<file path="src/rtl/udc_pkg.sv">
package udc_pkg;
    typedef enum logic [2:0] {
        ACT_HOLD,
        ACT_CLEAR,
        ACT_LOAD,
        ACT_INC,
        ACT_DEC
    } udc_act_e;
endpackage

</file>
<file path="src/rtl/udc_edge_sense.sv">
module udc_edge_sense #(
    parameter int LANES = 2
) (
    input  logic             clk,
    input  logic             rst_n,
    input  logic [LANES-1:0] lvl_in,
    output logic [LANES-1:0] rise
);
    typedef struct packed {
        logic [LANES-1:0] samp;
    } sense_t;

    sense_t st_d, st_q;

    always_comb begin
        st_d      = st_q;
        st_d.samp = lvl_in;
    end

    always_ff @(posedge clk or negedge rst_n) begin
        if (!rst_n) st_q <= '{samp: '1};
        else        st_q <= st_d;
    end

    for (genvar g = 0; g < LANES; g++) begin : g_lane
        assign rise[g] = lvl_in[g] & ~st_q.samp[g];
    end
endmodule

</file>
<file path="src/rtl/udc_action_sel.sv">
module udc_action_sel
    import udc_pkg::*;
(
    input  logic     clr,
    input  logic     load_n,
    input  logic     up_rise,
    input  logic     dn_rise,
    output udc_act_e act
);
    always_comb begin
        if (clr)                     act = ACT_CLEAR;
        else if (!load_n)            act = ACT_LOAD;
        else if (up_rise && dn_rise) act = ACT_HOLD;
        else if (up_rise)            act = ACT_INC;
        else if (dn_rise)            act = ACT_DEC;
        else                         act = ACT_HOLD;
    end
endmodule

</file>
<file path="src/rtl/udc_value_reg.sv">
module udc_value_reg
    import udc_pkg::*;
#(
    parameter int WIDTH = 4
) (
    input  logic             clk,
    input  logic             rst_n,
    input  udc_act_e         act,
    input  logic [WIDTH-1:0] data,
    output logic [WIDTH-1:0] value
);
    localparam logic [WIDTH-1:0] ONE = WIDTH'(1);

    typedef struct packed {
        logic [WIDTH-1:0] cnt;
    } val_t;

    val_t st_d, st_q;

    always_comb begin
        st_d = st_q;
        unique case (act)
            ACT_CLEAR: st_d.cnt = '0;
            ACT_LOAD:  st_d.cnt = data;
            ACT_INC:   st_d.cnt = st_q.cnt + ONE;
            ACT_DEC:   st_d.cnt = st_q.cnt - ONE;
            default:   st_d.cnt = st_q.cnt;
        endcase
    end

    always_ff @(posedge clk or negedge rst_n) begin
        if (!rst_n) st_q <= '{cnt: '0};
        else        st_q <= st_d;
    end

    assign value = st_q.cnt;
endmodule

</file>
<file path="src/rtl/udc_cascade_out.sv">
module udc_cascade_out #(
    parameter int WIDTH = 4
) (
    input  logic [WIDTH-1:0] value,
    input  logic             cnt_up,
    input  logic             cnt_dn,
    output logic             carry_n,
    output logic             borrow_n
);
    localparam logic [WIDTH-1:0] TOP = {WIDTH{1'b1}};

    logic at_top, at_bot;

    always_comb begin
        at_top   = (value == TOP);
        at_bot   = (value == '0);
        carry_n  = ~(at_top & ~cnt_up);
        borrow_n = ~(at_bot & ~cnt_dn);
    end
endmodule

</file>
<file path="src/rtl/updn_dual_counter.sv">
module updn_dual_counter
    import udc_pkg::*;
#(
    parameter int WIDTH = 4
) (
    input  logic             clk,
    input  logic             rst_n,
    input  logic             clr,
    input  logic             load_n,
    input  logic [WIDTH-1:0] data,
    input  logic             cnt_up,
    input  logic             cnt_dn,
    output logic [WIDTH-1:0] value,
    output logic             carry_n,
    output logic             borrow_n
);
    localparam int LANES = 2;
    localparam int L_UP  = 0;
    localparam int L_DN  = 1;

    logic [LANES-1:0] rise;
    udc_act_e         act;

    udc_edge_sense #(.LANES(LANES)) u_sense (
        .clk    (clk),
        .rst_n  (rst_n),
        .lvl_in ({cnt_dn, cnt_up}),
        .rise   (rise)
    );

    udc_action_sel u_sel (
        .clr     (clr),
        .load_n  (load_n),
        .up_rise (rise[L_UP]),
        .dn_rise (rise[L_DN]),
        .act     (act)
    );

    udc_value_reg #(.WIDTH(WIDTH)) u_val (
        .clk   (clk),
        .rst_n (rst_n),
        .act   (act),
        .data  (data),
        .value (value)
    );

    udc_cascade_out #(.WIDTH(WIDTH)) u_casc (
        .value    (value),
        .cnt_up   (cnt_up),
        .cnt_dn   (cnt_dn),
        .carry_n  (carry_n),
        .borrow_n (borrow_n)
    );

    // clear wins over everything
    a_r3_clear_zero: assert property (@(posedge clk) disable iff (!rst_n)
        clr |=> (value == '0));

    // load copies the data word
    a_r4_load_copy: assert property (@(posedge clk) disable iff (!rst_n)
        (!clr && !load_n) |=> (value == $past(data)));

    // up edge adds one
    a_r1_up_step: assert property (@(posedge clk) disable iff (!rst_n)
        (!clr && load_n && rise[L_UP] && !rise[L_DN]) |=> (value == $past(value) + WIDTH'(1)));

    // down edge takes one away
    a_r2_dn_step: assert property (@(posedge clk) disable iff (!rst_n)
        (!clr && load_n && rise[L_DN] && !rise[L_UP]) |=> (value == $past(value) - WIDTH'(1)));

    // simultaneous edges hold
    a_r8_both_hold: assert property (@(posedge clk) disable iff (!rst_n)
        (!clr && load_n && rise[L_UP] && rise[L_DN]) |=> $stable(value));

    // carry only while the count-up input is low
    a_r6_carry_phase: assert property (@(posedge clk) disable iff (!rst_n)
        !carry_n |-> !cnt_up);

    // borrow only while the count-down input is low
    a_r7_borrow_phase: assert property (@(posedge clk) disable iff (!rst_n)
        !borrow_n |-> !cnt_dn);
endmodule

</file>
<file path="config.mk">
export PLATFORM = sky130hd
export DESIGN_NAME = updn_dual_counter
export DESIGN_NICKNAME = d
export VERILOG_FILES = /design/src/rtl/udc_pkg.sv /design/src/rtl/udc_edge_sense.sv /design/src/rtl/udc_action_sel.sv /design/src/rtl/udc_value_reg.sv /design/src/rtl/udc_cascade_out.sv /design/src/rtl/updn_dual_counter.sv
export SDC_FILE = /design/constraint.sdc
export NUM_CORES = 1
export LEC_CHECK = 0
export ABC_AREA = 1
export BUFFER_PORTS_ARGS = -buffer_cell sky130_fd_sc_hd__buf_2
export CAP_MARGIN = 20
export CORE_AREA = 4 4 41 43
export DETAILED_ROUTE_END_ITERATION = 12
export DIE_AREA = 0 0 45 47
export GPL_TIMING_DRIVEN = 0
export HOLD_SLACK_MARGIN = 0.08
export PLACE_DENSITY = 0.67
export SYNTH_ARGS = -nofsm -noshare
export SYNTH_HDL_FRONTEND = slang
export SYNTH_SLANG_ARGS = --single-unit
</file>
<file path="constraint.sdc">
create_clock -name clk -period 2.55 [get_ports clk]
set_clock_uncertainty 0.2 [all_clocks]
set_input_delay 0.3825 -clock clk [delete_from_list [all_inputs] [get_ports clk]]
set_output_delay 0.3825 -clock clk [all_outputs]
set_load 0.01 [all_outputs]
</file>
==> flow_summary.yaml <==
worst_setup_path:
  worstSetupPathType: "in -> reg"
  crit_path_start_kind: "input port"
  critPathCaptureType: "flip-flop"
  crit_fanout: 4
  cp.arrival_ns: 2.24
  crit_required_ns: 2.48
cts:
  numCtsBuffers: 3
  holdBufCountCts: 3
  cts_tree: "done"
  clk_pin_slew_ns: 0.05
  htreeDepth: 1
  clk_latency_ns: 0.25
  post_cts_resize_count: 0
  clockBufferDepth: 2
  clock_sinks: 6
  root_buffer: "clkbuf_4"
  postCtsSetupBuffers: 0
sta:
  slew-limit-headroom_pct: 77.4
  grt_setup_unrepaired: "no"
  tns_ns: 0
  fin_ws_ns: 0.245
  worst_slew_pin_slew_ns: 0.338
  final_max_slew_viol_count: 0
  holdWs_ns: 0.163
  setup_viol: 0
  finalCritPeriodShare_pct: 90.4
  fmax_mhz: 434
  hold_viol: 0
  min_period_ns: 2.31
floorplan:
  row_count: 13
  initial_utilization_pct: 36.4
  die_area_sq_mm: 0.00212
  die_h_um: 47
  core_sq_mm: 0.00130
  num_io_pins: 16
  die_w_um: 45
synthesis:
  synth_top_cell_by_area: "dfrtp_1"
  seq_area_frac_synth_pct: 32.2
  syn_area_per_cell_sq_um: 7.41
  ys_ff_latch: 6
  synth_top_area_share_pct: 21.1
  yosysWarnings: 0
  synth_cell_types: 21
  async_reset_ff_share_pct: 100
  synth_flop_cell: "dfrtp_1"
  yosys-top-cells-area: "dfrtp_1 21%, inv_1 12%, dfstp_2 11%"
  synth_area_sq_um: 474
  synth_edf_count: 0
  netlist_instances: 64
  syn-num-nets: 76
power_and_ir_drop:
  pwr-share-comb_pct: 25.0
  power.total_mw: 0.280
  net-switching-power_mw: 0.0874
  clkPwrFrac_pct: 35.1
  seqPwrFrac_pct: 39.8
  p_leak_nw: 0.356
  p_sw_share_pct: 31.2
  intPower_mw: 0.192
  vdd_drop_max_uv: 353
  power_density_mw_per_mm2: 448
grt:
  grt_pass1_vias: 483
  antenna_found_initial: 0
  grt_max_degree: 7
  grt_overflow: 0
  grt_pass1_wl_mm: 1.91
  grtUsageTotal_pct: 13.1
layout:
  final_cell_mix: "15 x inv_1, 15 x buf_2, 12 x nand2_1, 4 x nand3_1, 4 x dfrtp_1"
  fin_util_pct: 48.0
  synthToLayoutAreaGrowth_pct: 31.7
  finalNonFillerCells: 101
  final_layout_size_suffix_gt1_share_pct: 36.0
  fin_nets: 99
  stdcell_area_sq_um: 624
  diodes: 0
job:
  cap_viol_max_count: 0
place:
  port_buffers: 15
  gp_congestion: 0.739
  place_worst_setup_slack_ns: 0.559
  dp_cells: 94
  placed_area_sq_um: 568
  hpwlAfterDp_um: 898
detailed_routing:
  wl_per_cell_um: 11.8
  viasPerCell: 4.93
  first_pass_iters: 4
  drt_wl_total_mm: 1.19
  drc: 0
  vias: 498
  drtIter0Drc: 13
  antenna_left: 0
run_status:
  outcome: "completed"
worst_hold_path:
  hold_class: "in -> reg"
-- registers in the layout, indices dropped and copies added, names as in the netlist --
register / count
u_val.value: 4
u_sense.st_q: 2
-- worst max-delay path, cell delays in order --
cell and delay, ns:
dlygate4sd3_1 0.56, buf_2 0.15, nand2_1 0.11, inv_1 0.09, nand3_4 0.09, inv_1 0.05, ha_1 0.32, nand2_1 0.05
nand3b_2 0.20, nand3_1 0.09, nand2_1 0.05, nand2_1 0.05, nand2_1 0.05
-- synthesized netlist by cell type (all sizes together) (2+ instances only) --
cell type / n
a22oi: 3
dfrtp: 4
dfstp: 2
ha: 2
inv: 17
nand2: 15
nand3: 6
nand4: 2
nor2: 5
nor3: 2
o21ai: 3
-- power groups by stage --
stage                     combinational [mW]  clock [mW]  sequential (mW)
final                                 0.0700      0.0982            0.111
after detailed placement              0.0661           0            0.113
after floorplan                       0.0378           0            0.114
after global placement                0.0643           0            0.113
after CTS                             0.0699       0.100            0.111
after global routing                  0.0783       0.106            0.112
-- routing by layer --
metal  wire (um)  vias to the layer above  share of wire (%)  global-route usage (%)
met3          66                        6                5.6                    5.36
li1            -                      249                  -                       -
met5           0                        -                  0                       0
met1         452                      228                 38                    11.1
met4          58                        0                4.9                    8.19
met2         612                       15                 51                    25.1
-- cells by family after synthesis --
kind of cell	share of synthesized area, %
simple gates	36.7
fa+ha+maj	5.28
xor+xnor	1.85
flops	32.2
compound gates	10.6
buf+inv	13.5
-- path summary, 6_finish.rpt --
check,slack (ns),start,to,cells after the start
max,0.24,cnt_dn,u_val.value[3],13
min in group asynchronous,0.30,rst_n,u_val.value[1],2
max reg2reg,0.56,u_sense.st_q[1],u_val.value[3],12
max in group asynchronous,1.62,rst_n,u_sense.st_q[0],2
min,0.16,data[2],u_val.value[2],3
min reg2reg,0.41,u_val.value[3],u_val.value[3],2
-- cell type report --
| cell class | count | area, sq um |
|---|---|---|
| Clock buffer | 4 | 26.3 |
| Fill cell | 138 | 677 |
| Tap cell | 15 | 18.8 |
| Timing Repair Buffer | 18 | 105 |
| Inverter | 17 | 63.8 |
| Sequential cell | 6 | 153 |
| Multi-Input combinational cell | 41 | 258 |
No activity file was read; power rests on OpenSTA's default activity.
